==> config.mk <==
export PLATFORM = sky130hd
export DESIGN_NAME = pit_dual_timer
export DESIGN_NICKNAME = d
export VERILOG_FILES = /design/src/rtl/pit_pkg.sv /design/src/rtl/pit_regfile.sv /design/src/rtl/pit_period.sv /design/src/rtl/pit_counter.sv /design/src/rtl/pit_dual_timer.sv
export SDC_FILE = /design/constraint.sdc
export NUM_CORES = 2
export LEC_CHECK = 0
export BUFFER_PORTS_ARGS = -buffer_cell sky130_fd_sc_hd__buf_2
export CAP_MARGIN = 20
export CORE_ASPECT_RATIO = 1.75
export CORE_MARGIN = 2
export CORE_UTILIZATION = 25
export DETAILED_ROUTE_END_ITERATION = 12
export SETUP_SLACK_MARGIN = 0.02
export SLEW_MARGIN = 30
export SYNTH_ARGS = -nofsm -noshare
export SYNTH_HDL_FRONTEND = slang
export SYNTH_SLANG_ARGS = --single-unit
export TNS_END_PERCENT = 10
==> constraint.sdc <==
create_clock -name clk -period 8.9 [get_ports clk]
set_input_delay 0.445 -clock clk [delete_from_list [all_inputs] [get_ports clk]]
set_output_delay 0.445 -clock clk [all_outputs]
set_load 0.05 [all_outputs]
==> src/rtl/pit_pkg.sv <==
package pit_pkg;

  // term selected by address bit 1
  typedef enum logic {
    TERM_PRESCALE = 1'b0,
    TERM_DIVIDE   = 1'b1
  } pit_term_e;

  // width of a counter that can hold (2^w)*(2^w)
  function automatic int unsigned pit_cnt_width(input int unsigned reg_w);
    return 2 * reg_w + 1;
  endfunction

endpackage

==> src/rtl/pit_regfile.sv <==
module pit_regfile
  import pit_pkg::*;
#(
  parameter int unsigned NUM_TIMERS = 2,
  parameter int unsigned REG_W      = 16,
  parameter int unsigned ADDR_W     = 3
) (
  input  logic                             clk,
  input  logic                             rst_n,
  input  logic                             bus_sel,
  input  logic                             bus_wr,
  input  logic                             bus_word,
  input  logic [ADDR_W-1:0]                bus_addr,
  input  logic [REG_W-1:0]                 bus_wdata,
  output logic [REG_W-1:0]                 bus_rdata,
  output logic [NUM_TIMERS-1:0][REG_W-1:0] pre_nx,
  output logic [NUM_TIMERS-1:0][REG_W-1:0] div_nx,
  output logic [NUM_TIMERS-1:0]            load
);

  localparam int unsigned HALF   = REG_W / 2;
  localparam int unsigned TSEL_W = ADDR_W - 2;

  logic [NUM_TIMERS-1:0][REG_W-1:0] pre_q, div_q;
  logic [TSEL_W-1:0]                tsel;
  pit_term_e                        term;
  logic                             wr_en;
  logic [REG_W-1:0]                 cur_wr, new_val, cur_rd;

  assign tsel  = bus_addr[ADDR_W-1:2];
  assign term  = pit_term_e'(bus_addr[1]);
  assign wr_en = bus_sel & bus_wr;

  // next-state: merge byte lanes into the addressed term
  always_comb begin
    pre_nx = pre_q;
    div_nx = div_q;
    load   = '0;
    cur_wr  = (term == TERM_DIVIDE) ? div_q[tsel] : pre_q[tsel];
    new_val = cur_wr;
    if (bus_word) begin
      new_val = bus_wdata;
    end else if (bus_addr[0]) begin
      new_val[HALF-1:0] = bus_wdata[HALF-1:0];
    end else begin
      new_val[REG_W-1:HALF] = bus_wdata[HALF-1:0];
    end
    for (int t = 0; t < NUM_TIMERS; t++) begin
      if (wr_en && (tsel == TSEL_W'(t))) begin
        load[t] = 1'b1;
        if (term == TERM_DIVIDE) begin
          div_nx[t] = new_val;
        end else begin
          pre_nx[t] = new_val;
        end
      end
    end
  end

  // read mux
  always_comb begin
    cur_rd = (term == TERM_DIVIDE) ? div_q[tsel] : pre_q[tsel];
    if (bus_word) begin
      bus_rdata = cur_rd;
    end else if (bus_addr[0]) begin
      bus_rdata = {{(REG_W-HALF){1'b0}}, cur_rd[HALF-1:0]};
    end else begin
      bus_rdata = {{(REG_W-HALF){1'b0}}, cur_rd[REG_W-1:HALF]};
    end
  end

  // storage with explicit clock enables
  for (genvar g = 0; g < NUM_TIMERS; g++) begin : g_regs
    always_ff @(posedge clk or negedge rst_n) begin
      if (!rst_n) begin
        pre_q[g] <= '0;
        div_q[g] <= '0;
      end else if (load[g]) begin
        pre_q[g] <= pre_nx[g];
        div_q[g] <= div_nx[g];
      end
    end
  end

endmodule

==> src/rtl/pit_period.sv <==
module pit_period #(
  parameter int unsigned REG_W = 16,
  parameter int unsigned CNT_W = 33
) (
  input  logic [REG_W-1:0] pre,
  input  logic [REG_W-1:0] div,
  output logic [CNT_W-1:0] period,
  output logic             enabled
);

  logic [CNT_W-1:0] pre_p1, div_p1;

  always_comb begin
    pre_p1  = {{(CNT_W-REG_W){1'b0}}, pre} + CNT_W'(1);
    div_p1  = {{(CNT_W-REG_W){1'b0}}, div} + CNT_W'(1);
    period  = pre_p1 * div_p1;
    enabled = (|pre) & (|div);
  end

endmodule

==> src/rtl/pit_counter.sv <==
module pit_counter #(
  parameter int unsigned CNT_W = 33
) (
  input  logic             clk,
  input  logic             rst_n,
  input  logic             load,
  input  logic             enabled,
  input  logic [CNT_W-1:0] period,
  output logic [CNT_W-1:0] cnt,
  output logic             irq
);

  logic [CNT_W-1:0] cnt_d;
  logic             irq_d;
  logic             cnt_en;

  always_comb begin
    cnt_d = cnt;
    irq_d = 1'b0;
    if (load) begin
      cnt_d = enabled ? period : '0;
    end else if (cnt == CNT_W'(1)) begin
      cnt_d = period;
      irq_d = 1'b1;
    end else if (cnt != '0) begin
      cnt_d = cnt - CNT_W'(1);
    end
    cnt_en = load | (cnt != '0);
  end

  always_ff @(posedge clk or negedge rst_n) begin
    if (!rst_n) begin
      cnt <= '0;
    end else if (cnt_en) begin
      cnt <= cnt_d;
    end
  end

  always_ff @(posedge clk or negedge rst_n) begin
    if (!rst_n) begin
      irq <= 1'b0;
    end else begin
      irq <= irq_d;
    end
  end

endmodule

==> src/rtl/pit_dual_timer.sv <==
module pit_dual_timer
  import pit_pkg::*;
#(
  parameter int unsigned NUM_TIMERS = 2,
  parameter int unsigned REG_W      = 16
) (
  input  logic                              clk,
  input  logic                              rst_n,
  input  logic                              bus_sel,
  input  logic                              bus_wr,
  input  logic                              bus_word,
  input  logic [$clog2(NUM_TIMERS)+1:0]     bus_addr,
  input  logic [REG_W-1:0]                  bus_wdata,
  output logic [REG_W-1:0]                  bus_rdata,
  output logic [NUM_TIMERS-1:0]             irq_pulse
);

  localparam int unsigned ADDR_W = $clog2(NUM_TIMERS) + 2;
  localparam int unsigned CNT_W  = pit_cnt_width(REG_W);

  logic [NUM_TIMERS-1:0][REG_W-1:0] pre_nx, div_nx;
  logic [NUM_TIMERS-1:0]            load_all;
  logic [NUM_TIMERS-1:0]            en_all;
  logic [NUM_TIMERS-1:0][CNT_W-1:0] period_all;
  logic [NUM_TIMERS-1:0][CNT_W-1:0] cnt_all;

  pit_regfile #(
    .NUM_TIMERS(NUM_TIMERS),
    .REG_W     (REG_W),
    .ADDR_W    (ADDR_W)
  ) u_regs (
    .clk      (clk),
    .rst_n    (rst_n),
    .bus_sel  (bus_sel),
    .bus_wr   (bus_wr),
    .bus_word (bus_word),
    .bus_addr (bus_addr),
    .bus_wdata(bus_wdata),
    .bus_rdata(bus_rdata),
    .pre_nx   (pre_nx),
    .div_nx   (div_nx),
    .load     (load_all)
  );

  for (genvar g = 0; g < NUM_TIMERS; g++) begin : g_tmr
    pit_period #(
      .REG_W(REG_W),
      .CNT_W(CNT_W)
    ) u_period (
      .pre    (pre_nx[g]),
      .div    (div_nx[g]),
      .period (period_all[g]),
      .enabled(en_all[g])
    );

    pit_counter #(
      .CNT_W(CNT_W)
    ) u_cnt (
      .clk    (clk),
      .rst_n  (rst_n),
      .load   (load_all[g]),
      .enabled(en_all[g]),
      .period (period_all[g]),
      .cnt    (cnt_all[g]),
      .irq    (irq_pulse[g])
    );
  end

endmodule

Yosys cells after proc, flatten, opt, wreduce, memory -nomap -nowiden --
Index checks and enable logic that the tools add are counted.
Word-level totals: register bits after elaboration 132, input bits 24, output and inout port bits 18, logic and storage cells 69
Cells by class: $add $sub $neg 6, multiply operators 2, $lt $le $gt $ge 1, equal/unequal tests 2, mux-type cells 32, bitwise gates (word level) 6, reduce and logical (&&, ||, !) cells 12
Operators with widths (number):
- 33-bit two-way mux | 8
- 16-bit two-way mux | 15
- 16-bit by 1-bit adder with 17-bit output (second input constant) | 4
- 33-bit by 1-bit equality test with 1-bit output (second input constant) | 2
- 33-bit by 33-bit multiplier with 33-bit output | 2
- 33-bit nonzero test | 2
- 33-bit by 1-bit subtractor with 33-bit output (second input constant) | 2
- 16-bit OR reduction | 4
- 8-bit two-way mux | 3
- 1-bit two-way mux | 6
- 3-bit nonzero test | 2
- 2-bit AND reduction | 2
- 1-bit bitwise AND | 3
- 1-bit logical AND | 2
- 1-bit by 2-bit less-than comparator with 1-bit output (second input constant) | 1
- 1-bit bitwise OR | 2
- 1-bit inverter | 1

Longest topological paths before layout --
word-level depth 11, depth in mapped cells 38, depth with buffers taken out 31

Cells and area by module --
From an unflattened synthesis, not the netlist that was laid out.
Second synthesis, totals: cells, all modules 3313, area, all modules 28484.8 µm²
By module, submodules not included:
- pit_period (g_tmr[1].u_period) | times used 1, cells an instance 1213, area each 10199.8 µm², sequential area each 0.0 µm²
- pit_period (g_tmr[0].u_period) | times used 1, cells an instance 1214, area each 10067.2 µm², sequential area each 0.0 µm²
- pit_counter | times used 2, cells an instance 254, area each 2245.9 µm², sequential area each 850.8 µm²
- pit_regfile | times used 1, cells an instance 378, area each 3726.1 µm², sequential area each 1601.5 µm²

Worst setup path before layout --
Ideal clock, no wire load.
path kind input to register, start point in bus_addr[2], end point reg g_tmr[0].u_cnt.cnt[28], library setup time 0.132 ns, arrival time 8.539 ns, data required time 8.768 ns, slack 0.229 ns, stages 35, path buffers 7, path through buf_4 -> buf_8 -> buf_12 -> nor4bb_1 -> buf_4 -> buf_4 -> buf_2 -> a21o_1 -> clkinv_1 -> ha_1 -> and3_1 -> nand3_1 -> nor3_1 -> xnor2_1 -> clkbuf_1 -> nand2_1 -> fa_1 -> fa_1 -> inv_1 -> fa_1 -> fa_1 -> fa_1 -> inv_1 -> fa_1 -> inv_1 -> ha_1 -> a21o_1 -> a21o_1 -> a221o_1 -> a22o_1 -> a311o_1 -> a21oi_1 -> xnor2_1 -> a22oi_1 -> nor2_1
On the way: cells in the longest elaborated chain, start to end 11, elaborated cells between the ends (all ways) 27, those cells by class add/sub (2); mul (1); mux (16); bitwise (3); reduce/logical (5)
RTL lines:
- start: declaration | line pit_dual_timer.sv:12 | input logic [$clog2(NUM_TIMERS)+1:0] bus_addr,
- 16-bit two-way mux (implied by the code) (2 in series) | line pit_regfile.sv:39 | cur_wr = (term == TERM_DIVIDE) ? div_q[tsel] : pre_q[tsel];
- 16-bit two-way mux | line pit_regfile.sv:39
- 8-bit two-way mux | line pit_regfile.sv:43 | end else if (bus_addr[0]) begin
- 16-bit two-way mux | line pit_regfile.sv:41 | if (bus_word) begin
- 16-bit two-way mux | line pit_regfile.sv:51 | if (term == TERM_DIVIDE) begin
- 16-bit two-way mux * | line pit_regfile.sv:49 | if (wr_en && (tsel == TSEL_W'(t))) begin
- via g_tmr[0].u_period.pre[0] | line pit_period.sv:5 | input logic [REG_W-1:0] pre,
- 16-bit by 1-bit adder with 17-bit output or 16-bit OR reduction (tied branches) | line pit_period.sv:14, pit_period.sv:17
- 33-bit by 33-bit multiplier with 33-bit output or 1-bit bitwise AND (tied branches) | line pit_period.sv:16, pit_period.sv:17
- 33-bit two-way mux, on equally long branches | line pit_counter.sv:22, pit_counter.sv:21
- 33-bit two-way mux * | line pit_counter.sv:20 | if (load) begin
- end signal: assignment | line pit_counter.sv:35 | cnt <= cnt_d;
- end: declaration | line pit_counter.sv:9 | output logic [CNT_W-1:0] cnt,
The timed path passes the listed nets; every way through them passes the cells marked *. The select of a mux whose other input is x is not followed. A chain may end at the register's enable or synchronous reset.

Worst setup path after layout --
start point in bus_addr[1], end point reg g_tmr[1].u_cnt.cnt[31]
On the way: cells in the longest elaborated chain, start to end 9, elaborated cells between the ends (all ways) 17, those cells by class add/sub (2); mul (1); mux (11); bitwise (1); reduce/logical (2)
RTL lines:
- 16-bit two-way mux | line pit_regfile.sv:39
- 8-bit two-way mux | line pit_regfile.sv:43
- 16-bit two-way mux | line pit_regfile.sv:41
- 16-bit two-way mux | line pit_regfile.sv:51
- 16-bit two-way mux | line pit_regfile.sv:49
- 16-bit by 1-bit adder with 17-bit output (tied with other cells) | line pit_period.sv:14 | pre_p1 = {{(CNT_W-REG_W){1'b0}}, pre} + CNT_W'(1);
- 33-bit by 33-bit multiplier with 33-bit output or 1-bit bitwise AND (tied branches) | line pit_period.sv:16, pit_period.sv:17
- 33-bit two-way mux, on equally long branches | line pit_counter.sv:22, pit_counter.sv:21
- 33-bit two-way mux * | line pit_counter.sv:20
- end signal: assignment | line pit_counter.sv:35
- end: declaration | line pit_counter.sv:9
Mark *: on every way between the ends. The rest lies on a longest branch, timed or not.

==> metrics.csv <==
stage,metric,value,unit
status,result of the run,"finished, final reports clean",
place,worst slack after detailed placement,-190,ps
global_routing,wire length of the first global-routing pass,142,mm
worst_setup_path,Crit Reg-Reg Endpoint,g_tmr[1].u_cnt.cnt[31],
layout,fillcell total,11800,
timing,clock skew,17.8,ps
timing,total count of max-transition violations in the final report,0,
timing,count of endpoints failing hold in the final timing report,0,
global_routing,number of antenna violations at the first check in global routing,8,
timing,fraction of the cycle the final worst path needs,95.2,%
worst_setup_path,capture point of the worst path,g_tmr[1].u_cnt.cnt[31],
timing,RSZ-0062 raised after global routing,false,
clock_tree,post-CTS sizing,0,
clock_tree,"Reg clk slew, reported paths",70,ps
route,total number of vias,23200,
die,standard-cell rows,161,
worst_setup_path,sort of element at the start of the critical path,input pin,
worst_setup_path,kind of end point of the critical path,flip-flop,
clock_tree,number of hold buffers added after CTS,0,
global_routing,global route total overflow,0,
die,Die ar.,113000,µm²
timing,Max Clk Rate,0.118,GHz
global_routing,Global Route met3 Usage,2.87,%
global_routing,met1 layer usage reported by global route,16.5,%
logic_synthesis,Post-Synthesis Cells,3203,
worst_setup_path,worst reg2reg path depth,32,
logic_synthesis,flip-flop cell with the highest count after synthesis,sky130_fd_sc_hd__dfrtp_1,
route,average wire length per cell after detail routing,18.3,µm
timing,number of failing setup endpoints in the final timing report,0,
worst_setup_path,Reg-to-Reg Start,u_regs.div_q[16],
logic_synthesis,number of flops mapped to enable cells by yosys,0,
die,core region area,110000,µm²
global_routing,number of global-route vias before repair,25800,
worst_setup_path,critical path peak fanout,8,
clock_tree,maximum level of the CTS H-tree,4,
worst_setup_path,data required time at the worst endpoint,9300,ps
clock_tree,post-CTS setup buffer count,0,
route,initial drt markers,1197,
place,post-detailed-placement half-perimeter wirelength,77.5,mm
worst_setup_path,longest individual stage delay on the worst path,540,ps
place,Port-buffer cells,41,
worst_setup_path,Critical Path Slowest Stage Cell,sky130_fd_sc_hd__fa_1,
global_routing,layer with the highest usage,met2,
layout,post-route core utilization,29.3,%
die,die extent in x,255,µm
clock_tree,Clock Sink Count,132,
logic_synthesis,share of synthesized area occupied by flip-flops and latches,12.0,%
timing,minimum period implied by the final worst setup slack,8470,ps
place,global placer's final weighted congestion,1.00,
die,Die Y,443,µm
place,cell total after placement,4909,
global_routing,met2 Use GR,30.8,%
die,io pins,42,
global_routing,largest net degree at the start of global routing,86,
timing,setup slack of the critical path after layout,432,ps
logic_synthesis,Post-Synthesis Net Count,3893,
layout,most frequent standard cell in the layout excluding fill and tap cells,sky130_fd_sc_hd__inv_1,
route,vias per cell,4.70,
layout,Nets,4151,
clock_tree,TritonCTS buffer count,17,
worst_setup_path,critical path class,in -> reg,
route,final antenna-violating net count,0,
clock_tree,cell at the root of the clock tree,sky130_fd_sc_hd__clkbuf_16,
worst_setup_path,cell type with the highest occurrence count on the critical path,sky130_fd_sc_hd__fa_1,
logic_synthesis,area of the mapped netlist,27500,µm²
min_path,path type of the worst min-delay path,in -> async,
logic_synthesis,Synth async-reset ratio,100,%
layout,most frequent cells in the layout,"sky130_fd_sc_hd__inv_1, sky130_fd_sc_hd__fa_1, sky130_fd_sc_hd__nand2_1",
layout,area delta synth->final,16.5,%
route,total iterations of the first detailed-routing run,5,
clock_tree,CTS tree,yes,
timing,Total Neg Setup Slack,0,ps
worst_setup_path,origin of the worst setup path,bus_addr[1],
clock_tree,maximum clock path buffer count,2,
layout,share of layout cells above drive strength 1,12.8,%
layout,fin cells,4941,
timing,Relative slew margins,38.9,%
logic_synthesis,Mapped Avg Cell Area,8.59,µm²
clock_tree,source-to-sink clock delay at the later pin of the worst-skew pair,500,ps
global_routing,total global routing track utilization,16.6,%
logic_synthesis,number of library cell types mapped by synthesis,96,
route,number of design rule violations left after detail routing,0,
job,Max Cap Viol,0,
route,total wirelength of the detailed-routed design,90.6,mm
layout,antenna diode instance count,0,
logic_synthesis,flip-flop and latch count after synthesis,132,
logic_synthesis,YS warnings,0,
die,starting density of the core,25.1,%
worst_setup_path,setup slack of the most critical reg-to-reg path,520,ps
timing,transition at the pin with the smallest max-transition slack,910,ps
worst_setup_path,worst endpoint data arrival time,8870,ps
layout make-up:
| class | count | area [µm²] | share of cell area, % |
|---|---|---|---|
| Multi-Input combinational cell | 2329 | 21400 | 66.7 |
| Sequential cell | 132 | 3300 | 10.3 |
| Timing Repair Buffer | 348 | 2580 | 8.04 |
| Inverter | 633 | 2380 | 7.41 |
| Tap cell | 1467 | 1840 | 5.72 |
| Clock buffer | 18 | 429 | 1.34 |
| Clock inverter | 14 | 154 | 0.480 |
cell usage after synthesis (all sizes together), types with 5 or more instances:
cell type | instances | share of area [%]
buf | 40 | 0.94
o21ai | 67 | 1.3
mux2 | 12 | 0.50
a32oi | 5 | 0.16
a31oi | 16 | 0.41
a211oi | 6 | 0.16
and3 | 15 | 0.34
xor2 | 75 | 2.4
nand3 | 35 | 0.64
a21o | 40 | 1.1
o22ai | 5 | 0.11
and2 | 80 | 1.8
or2 | 8 | 0.18
fa | 446 | 32
mux4 | 5 | 0.41
clkbuf | 69 | 0.94
o31ai | 8 | 0.22
nor2b | 11 | 0.25
o21bai | 12 | 0.33
o21a | 23 | 0.63
dfrtp | 132 | 12
and4 | 6 | 0.19
nor2 | 307 | 4.2
nand4 | 19 | 0.49
mux2i | 22 | 0.80
nor4 | 29 | 0.84
or4 | 11 | 0.30
nand2b | 37 | 0.84
ha | 220 | 10
nand2 | 432 | 5.9
inv | 631 | 8.6
nor3b | 5 | 0.17
a22oi | 52 | 1.4
nand4b | 5 | 0.16
or3 | 14 | 0.34
o221a | 5 | 0.24
a22o | 6 | 0.19
nor3 | 42 | 0.76
xnor2 | 121 | 3.9
a21oi | 67 | 1.3
critical path: cells and delay by family:
family	cells	cell delay, ps
XOR/XNOR	1	460
buffers and inverters	6	640
multiplexers	1	310
adder cells (fa/ha/maj)	7	3340
AO/OA/AOI/OAI	8	1800
AND/OR/NAND/NOR	8	1860
through the flow:
step	hold WS [ps]	area (µm²)
2_1_floorplan	149	27500
3_3_place_gp	486	31500
3_5_place_dp	492	31500
4_1_cts	31.4	32100
5_1_grt	73.9	32100
6_report	3.43	32100
cells by family (layout without fill, tap and decap cells):
family	Yosys count	count (layout)	synth area share, %
flops	132	132	12.0
buf+inv	742	1013	10.5
fa+ha+maj	666	666	42.4
compound gates	352	352	8.81
simple gates	1075	1075	18.1
xor+xnor	197	197	6.43
mux	39	39	1.71
metal layers:
layer	vias up	wire length (µm)
met3	337	4860
li1	10500	-
met1	11600	30600
met4	2	7020
met5	-	11
met2	767	48000
state kept, by name, summed over array words and instances (netlist names):
name and cells:
g_tmr.u_cnt.cnt 66, u_regs.div_q 32, u_regs.pre_q 32, g_tmr.u_cnt.irq 2
how the worst min path moves through the flow:
stage / endpoint / startpoint / slack, ps / depth (start not counted)
floorplan: g_tmr[0].u_cnt.cnt[0] / rst_n / 150 / 0
finish: g_tmr[0].u_cnt.cnt[29] / rst_n / 3 / 1
global route: g_tmr[0].u_cnt.cnt[29] / rst_n / 70 / 1
global placement: u_regs.div_q[0] / u_regs.div_q[0] / 490 / 2
CTS: g_tmr[0].u_cnt.cnt[29] / rst_n / 30 / 1
detailed placement: u_regs.div_q[0] / u_regs.div_q[0] / 490 / 2
Power is left out: the tool's default activity adds up to more than one toggle a clock period on the data nets, which glitch-free logic cannot reach.
